[src/rtl/irq_agg_pkg.sv]
package irq_agg_pkg;
  localparam int unsigned IRQ_N       = 32;
  localparam int unsigned IRQ_ADDR_W  = 4;
  localparam logic [31:0] STICKY_BITS = 32'h0000_0C00;
  localparam logic [3:0]  OFS_STATUS  = 4'h0;
  localparam logic [3:0]  OFS_MASK    = 4'h4;

  function automatic logic [IRQ_N-1:0] edge_up(input logic [IRQ_N-1:0] now_v,
                                               input logic [IRQ_N-1:0] was_v);
    return now_v & ~was_v;
  endfunction
endpackage

[src/rtl/irq_src_capture.sv]
module irq_src_capture #(
  parameter int unsigned N_SRC = 32,
  parameter logic [N_SRC-1:0] STICKY = '0
) (
  input  logic             clk,
  input  logic             rst_n,
  input  logic [N_SRC-1:0] src_i,
  input  logic [N_SRC-1:0] clr_i,
  output logic [N_SRC-1:0] status_o,
  output logic [N_SRC-1:0] rise_o
);
  logic [N_SRC-1:0] src_q;
  logic [N_SRC-1:0] src_prev_q;

  always_ff @(posedge clk or negedge rst_n) begin
    if (!rst_n) begin
      src_q      <= '0;
      src_prev_q <= '0;
    end else begin
      src_q      <= src_i;
      src_prev_q <= src_q;
    end
  end

  assign rise_o = irq_agg_pkg::edge_up(src_q, src_prev_q);

  for (genvar g = 0; g < N_SRC; g++) begin : g_bit
    if (STICKY[g]) begin : g_sticky
      logic hold_q;
      always_ff @(posedge clk or negedge rst_n) begin
        if (!rst_n) hold_q <= 1'b0;
        else        hold_q <= rise_o[g] | (hold_q & ~clr_i[g]);
      end
      assign status_o[g] = hold_q;
    end else begin : g_level
      assign status_o[g] = src_q[g];
    end
  end
endmodule

[src/rtl/irq_mask_reg.sv]
module irq_mask_reg #(
  parameter int unsigned N_SRC = 32
) (
  input  logic             clk,
  input  logic             rst_n,
  input  logic             wr_i,
  input  logic [N_SRC-1:0] wdata_i,
  output logic [N_SRC-1:0] mask_o
);
  always_ff @(posedge clk or negedge rst_n) begin
    if (!rst_n)    mask_o <= '0;
    else if (wr_i) mask_o <= wdata_i;
  end
endmodule

[src/rtl/irq_lowest_enc.sv]
module irq_lowest_enc #(
  parameter int unsigned N_SRC = 32,
  localparam int unsigned IDX_W = $clog2(N_SRC)
) (
  input  logic [N_SRC-1:0] vec_i,
  output logic [IDX_W-1:0] idx_o,
  output logic             valid_o
);
  always_comb begin
    idx_o   = '0;
    valid_o = 1'b0;
    for (int i = N_SRC - 1; i >= 0; i--) begin
      if (vec_i[i]) begin
        idx_o   = i[IDX_W-1:0];
        valid_o = 1'b1;
      end
    end
  end
endmodule

[src/rtl/periph_irq_agg.sv]
module periph_irq_agg #(
  parameter int unsigned N_SRC  = irq_agg_pkg::IRQ_N,
  parameter int unsigned ADDR_W = irq_agg_pkg::IRQ_ADDR_W,
  localparam int unsigned IDX_W = $clog2(N_SRC)
) (
  input  logic              clk,
  input  logic              rst_n,
  input  logic [N_SRC-1:0]  src_i,
  input  logic              reg_we,
  input  logic [ADDR_W-1:0] reg_addr,
  input  logic [N_SRC-1:0]  reg_wdata,
  output logic [N_SRC-1:0]  reg_rdata,
  output logic              irq_o,
  output logic [N_SRC-1:0]  pending_o,
  output logic [IDX_W-1:0]  idx_o,
  output logic              idx_valid_o
);
  import irq_agg_pkg::*;

  localparam logic [N_SRC-1:0] STICKY = N_SRC'(STICKY_BITS);

  logic             sel_status;
  logic             sel_mask;
  logic             mask_wr;
  logic [N_SRC-1:0] clr_w;
  logic [N_SRC-1:0] status_w;
  logic [N_SRC-1:0] rise_w;
  logic [N_SRC-1:0] mask_w;

  assign sel_status = (reg_addr == ADDR_W'(OFS_STATUS));
  assign sel_mask   = (reg_addr == ADDR_W'(OFS_MASK));
  assign mask_wr    = reg_we & sel_mask;
  assign clr_w      = (reg_we & sel_status) ? (reg_wdata & STICKY) : '0;

  irq_src_capture #(.N_SRC(N_SRC), .STICKY(STICKY)) u_cap (
    .clk(clk), .rst_n(rst_n), .src_i(src_i), .clr_i(clr_w),
    .status_o(status_w), .rise_o(rise_w)
  );

  irq_mask_reg #(.N_SRC(N_SRC)) u_mask (
    .clk(clk), .rst_n(rst_n), .wr_i(mask_wr), .wdata_i(reg_wdata), .mask_o(mask_w)
  );

  assign pending_o = status_w & mask_w;

  irq_lowest_enc #(.N_SRC(N_SRC)) u_enc (
    .vec_i(pending_o), .idx_o(idx_o), .valid_o(idx_valid_o)
  );

  always_ff @(posedge clk or negedge rst_n) begin
    if (!rst_n) irq_o <= 1'b0;
    else        irq_o <= |pending_o;
  end

  always_comb begin
    if (sel_status)    reg_rdata = status_w;
    else if (sel_mask) reg_rdata = mask_w;
    else               reg_rdata = '0;
  end
endmodule

[config.mk]
export PLATFORM = sky130hd
export DESIGN_NAME = periph_irq_agg
export DESIGN_NICKNAME = d
export VERILOG_FILES = /design/src/rtl/irq_agg_pkg.sv /design/src/rtl/irq_src_capture.sv /design/src/rtl/irq_mask_reg.sv /design/src/rtl/irq_lowest_enc.sv /design/src/rtl/periph_irq_agg.sv
export SDC_FILE = /design/constraint.sdc
export NUM_CORES = 1
export LEC_CHECK = 0
export BUFFER_PORTS_ARGS = -buffer_cell sky130_fd_sc_hd__buf_2
export CORE_MARGIN = 2
export CORE_UTILIZATION = 44
export CTS_BUF_LIST = sky130_fd_sc_hd__clkbuf_8
export DETAILED_ROUTE_END_ITERATION = 10
export GPL_TIMING_DRIVEN = 0
export PLACE_DENSITY = 0.79
export SLEW_MARGIN = 5
export SYNTH_ARGS = -nofsm -noshare
export SYNTH_HDL_FRONTEND = slang
export SYNTH_SLANG_ARGS = --single-unit
[constraint.sdc]
create_clock -name clk -period 2 [get_ports clk]
set_clock_uncertainty 0.2 [all_clocks]
set_input_delay 0.4 -clock clk [delete_from_list [all_inputs] [get_ports clk]]
set_output_delay 0.4 -clock clk [all_outputs]
set_load 0.005 [all_outputs]
Yosys cells after proc, flatten, opt, wreduce, memory -nomap -nowiden. Index checks and enable logic that the tools add are counted.

Reductions and logical operators: 2. Eq/ne operators: 1. Multiplexer cells: 67. Bitwise logic cells: 11.

Operator list (number): $mux 5 (32); $mux 32 (2); $and 32x32->32 (1); $mux 1 (32); $reduce_or 32->1 (1); $and 12x12->12 (1); $mux 12 (1); $not 12->12 (1); $and 1x1->1 (4); $eq 4x3->1 const B (1); $logic_not 4->1 (1); $not 1->1 (2); $or 1x1->1 (2).

Word-level logic and storage cells: 87. Input port bits: 71. Output and inout port bits: 71. Register bits: 79.

Logic depth before layout (Yosys ltp).
Depth in word-level cells: 33. Mapped depth: 7. Depth with buffers taken out: 7.

Modules after synthesis. Synthesis repeated with hierarchy kept, for this count alone.

Cell total of the unflattened synthesis: 357. Area, all modules: 4505.6 µm².

Modules (own cells, without submodules): irq_src_capture (instances 1, area each 2129.5 µm², seq. area each 1651.6 µm², cells an instance 134); irq_mask_reg (instances 1, area each 1345.0 µm², seq. area each 800.8 µm², cells an instance 68); periph_irq_agg (instances 1, area each 660.6 µm², seq. area each 25.0 µm², cells an instance 90); irq_lowest_enc (instances 1, area each 370.4 µm², seq. area each 0.0 µm², cells an instance 65).

Worst setup path before layout. No wires, ideal clock.

Path type: reg2out. Start point: register u_mask.mask_o[22]. End point: output port idx_o[0]. Path slack: -0.031 ns. Path buffers: 0. Data required time: 1.400 ns. Cell stages (with the launch flop): 8. Data arrival time: 1.431 ns. Cell sequence: dfrtp_1 > nand2_1 > inv_1 > a31o_1 > a2111o_1 > a41oi_1 > o21ai_1 > a21oi_1.

Cells in the longest elaborated chain, start to end: 24.

Ends and longest elaborated chain: start, declared (line irq_mask_reg.sv:8) `output logic [N_SRC-1:0] mask_o`; start signal, assigned (line irq_mask_reg.sv:12) `else if (wr_i) mask_o <= wdata_i;`; $and 32x32->32 (line periph_irq_agg.sv:44) `assign pending_o = status_w & mask_w;`; net pending_o[22] (line periph_irq_agg.sv:14) `output logic [N_SRC-1:0] pending_o,`; $mux 5 (23 in series) (line irq_lowest_enc.sv:13) `if (vec_i[i]) begin`; end, declared (line periph_irq_agg.sv:15) `output logic [IDX_W-1:0] idx_o,`.

The timed path passes the listed nets, and every way through them passes these cells.

Worst setup path after layout.
Start point: register u_cap.src_q[23]. End point: output port idx_o[0].

Cells in the longest elaborated chain, start to end: 25.

Ends and longest elaborated chain: start, declared (line irq_src_capture.sv:12) `logic [N_SRC-1:0] src_q;`; start signal, assigned (line irq_src_capture.sv:20) `src_q <= src_i;`; $and 32x32->32 (line periph_irq_agg.sv:44); $mux 5 (24 in series) (line irq_lowest_enc.sv:13).

Every way passes these cells.

==> summary.txt <==
Synthesis
  • Synth area leaders: dfrtp_1, mux2_1, a22o_1
  • Syn Nets: 342
  • Cell with the most instances after synthesis: dfrtp_1
  • Cell count after synthesis: 271
  • Sequential share of the synthesized area: 56.3%
  • Synth Flop Type: dfrtp_1
  • Top cell type by total area after synthesis: dfrtp_1
  • Top cells by count, synth: dfrtp_1, a22o_1, nand2_1, mux2_1, inv_1
  • Register bit total from synthesis: 69
  • Warnings from Yosys: 0
  • Netlist cell types: 34
  • Top-area cell type share of the netlist area: 56.3%
  • Post-synth EDFFs: 0
  • Avg Cell Area, Syn: 11.3 um2
  • Ys async rst share: 100%
  • Mapped cell area: 3070 um2

Clock tree
  • Clock slew at reported path FFs: 80 ps
  • CTS root buffer: clkbuf_8
  • Sink Count: 69
  • CTS tree: done
  • Max clock buf depth: 2
  • Worst skew pair latency: 340 ps
  • H-tree depth: 3
  • CTS Buf Count: 9

Setup path
  • RR Startpoint: u_mask.mask_o[6]$_DFFE_PN0P_
  • Worst path arrival time: 2010 ps
  • Critical Path Source Type: flip-flop
  • Worst stage delay on the critical path: 410 ps
  • Highest-delay cell along the critical path: dfrtp_1
  • CP cell instances: nand2_2, a31o_1, a2111o_1, a41oi_2, o21ai_2, a21oi_1, buf_2
  • Worst r2r path cells: 11
  • CP required: 1400 ps
  • R2r setup slk: 120 ps
  • Crit end category: output pin
  • End of the worst register-to-register path: irq_o$_DFF_PN0_
  • Worst Path Max Fanout: 4
  • Setup Crit Path Kind: reg2out

Drt
  • Wire length on met2: 5390 um
  • First drt pass iteration count: 4
  • Top sig layer: met4
  • Wire length on met1: 3990 um
  • Initial DRC Count: 138
  • Via Count: 3036
  • Routed wl met3: 569 um
  • Final routed DRC violation total: 0
  • Detailed Route WL: 10200 um
  • DR vias/cell: 5.35
  • Antenna Nets Post-Route: 0
  • Wire per inst: 18.0 um

GRT
  • GRT overflow: 0
  • Initial antenna violation count: 0
  • Total GRT Usage: 25.2%
  • First-pass GRT wire length: 14500 um
  • Vias in the first global route: 3020
  • Maximum number of pins on one net before global-route repair: 70

Run status
  • Violated checks: setup timing
  • Status: finished, violations left

Final layout
  • Finished Core Util: 73.9%
  • # fillers: 465
  • Multi-input gate area: 1360 um2
  • Area Growth Syn to Fin: 62.8%
  • Final #Nets: 554
  • Register area: 1730 um2
  • Fraction of layout cells with a size suffix above 1: 46.3%
  • # diodes: 0

STA
  • Tcrit/Tclk final: 130%
  • Unrepaired setup endpoints after global routing: true
  • Fmax: 383 MHz
  • WHS: 71.1 ps
  • Max-slew violations: 0
  • Fin. Hold Viols: 0
  • Worst setup margin: -610 ps
  • Setup TNS: -3040 ps
  • Final Setup Violations: 30
  • Final Critical Period: 2610 ps
  • Worst slew pin tran: 871 ps
  • Slew HR: 41.9%

Pwr
  • P_sw: 1.25 mW
  • Seq pwr share: 41.8%
  • Share of power burned in combinational logic: 27.9%
  • Cell internal pwr: 2.90 mW
  • Worst vdd ir: 0.518 mV
  • Clock power share: 30.3%
  • Switch share: 30.1%
  • P_leak: 2.64 nW
  • PwrDens: 831 nW/um2

Min path
  • Hold Crit Depth: 2
  • Hold path endpoint: u_mask.mask_o[28]$_DFFE_PN0P_
  • Hold Crit Class: in2reg
  • Hold path start: reg_wdata[28]

Floorplanning
  • Initial core utilization: 45.4%
  • IO Count: 142
  • Die W: 87.5 um
  • Row count: 30
  • Core Area: 6760 um2
  • Die ar.: 7660 um2
  • Die height: 87.5 um

Place
  • Final GP Congestion: 0.790
  • Pre-CTS setup slack: -735 ps
  • Number of port buffers: 141
  • Post-DP HPWL: 6200 um

Run
  • Max Cap Violations: 0
[how the worst max path moves through the flow]
stage | from | to | slack (ps) | cells after the start
3_3_place_gp | reg_addr[1] | reg_rdata[15] | -750 | 5
4_1_cts | u_mask.mask_o[22]$_DFFE_PN0P_ | idx_o[0] | -580 | 8
6_report | u_cap.src_q[23]$_DFF_PN0_ | idx_o[0] | -610 | 7
2_1_floorplan | u_mask.mask_o[22]$_DFFE_PN0P_ | idx_o[0] | -2 | 7
3_5_place_dp | reg_addr[1] | reg_rdata[11] | -740 | 5
5_1_grt | u_cap.src_q[23]$_DFF_PN0_ | idx_o[0] | -650 | 7
[state kept, by name, summed over array words and instances (netlist names)]
name                         flops
irq_o                            1
u_cap.g_bit.g_sticky.hold_q      2
u_cap.src_q                     32
u_mask.mask_o                   32
u_cap.src_prev_q                 2
[worst max-delay path: cells and delay by family (launching register included)]
| kind | cells | cell delay (ps) |
|---|---|---|
| compound gates | 5 | 1040 |
| simple gates | 1 | 110 |
| flops | 1 | 410 |
| buf+inv | 1 | 130 |
[layout by cell type, fill, tap and decap left out, types with 2 or more instances in the layout]
| cell | netlist | routed |
|---|---|---|
| nand2_1 | 31 | 29 |
| and3_4 | 0 | 2 |
| buf_2 | 5 | 141 |
| and2_1 | 10 | 8 |
| a22oi_2 | 0 | 2 |
| clkinv_2 | 0 | 2 |
| o31ai_1 | 3 | 2 |
| nor4_4 | 0 | 2 |
| dfrtp_1 | 69 | 69 |
| and2_4 | 0 | 2 |
| mux2_1 | 30 | 30 |
| nand3_2 | 0 | 2 |
| buf_6 | 0 | 9 |
| buf_4 | 0 | 16 |
| nor2_4 | 0 | 2 |
| nand2_2 | 2 | 4 |
| o21ai_0 | 8 | 5 |
| nor3_1 | 3 | 2 |
| clkbuf_8 | 0 | 10 |
| clkbuf_16 | 0 | 6 |
| dlygate4sd3_1 | 0 | 33 |
| a21oi_1 | 9 | 8 |
| a31oi_1 | 2 | 2 |
| bufinv_16 | 0 | 2 |
| a22o_1 | 33 | 33 |
| inv_1 | 24 | 23 |
| nor2_2 | 0 | 3 |
| buf_8 | 0 | 6 |
| o21ai_1 | 1 | 2 |
| nor2_1 | 10 | 5 |
| mux2_2 | 2 | 2 |
| nand3_1 | 6 | 3 |
| o21ai_2 | 0 | 2 |
[cells by family (layout without fill, tap and decap cells)]
kind of cell | Yosys count | in the layout | share of synthesized area (%)
AND/OR/NAND/NOR | 71 | 71 | 11.7
flip-flops | 69 | 69 | 56.3
AO/OA/AOI/OAI | 65 | 65 | 16.0
buffers and inverters | 34 | 251 | 4.36
multiplexers | 32 | 32 | 11.7
[layout make-up]
type | count | area share [%]
plain buffers | 9 | 2.70
clock buffers | 10 | 2.75
clock inverters | 6 | 1.73
inverters | 24 | 1.80
multi-input cells | 168 | 27.2
flip-flops and latches | 69 | 34.6
well taps | 80 | 2.00
repair buffers | 202 | 27.3
[power groups by stage]
stage / registers, mW / logic, mW / clock network [mW]
3_5_place_dp: 1.75 / 0.854 / 0
6_report: 1.74 / 1.16 / 1.26
2_1_floorplan: 1.71 / 0.495 / 0
5_1_grt: 1.76 / 1.24 / 1.35
4_1_cts: 1.73 / 1.07 / 1.28
3_3_place_gp: 1.73 / 0.832 / 0
[layer usage]
metal,vias up,global-route usage [%]
li1,1386,-
met1,1495,30.0
met2,127,43.7
met3,28,6.45
met4,0,9.65
met5,-,0
[per-stage QoR]
stage / instance area, um2 / cells / power (mW)
after floorplan: 3080 / 271 / 2.21
after global placement: 3880 / 492 / 2.57
after detailed placement: 3880 / 492 / 2.61
after CTS: 4830 / 561 / 4.08
after global routing: 5000 / 568 / 4.35
final: 5000 / 568 / 4.15
[repair_timing]
| action | in CTS | in global routing |
|---|---|---|
| gates resized for setup | 54 | 18 |
| setup endpoints to repair | 38 | 37 |
| pin swaps | 17 | 17 |
| buffers inserted | 19 | 7 |
| endpoints found under the hold margin | 42 | 0 |
| gates cloned | 2 | 4 |
| hold buffers | 33 | 0 |
(Power assumes the default switching activity.)
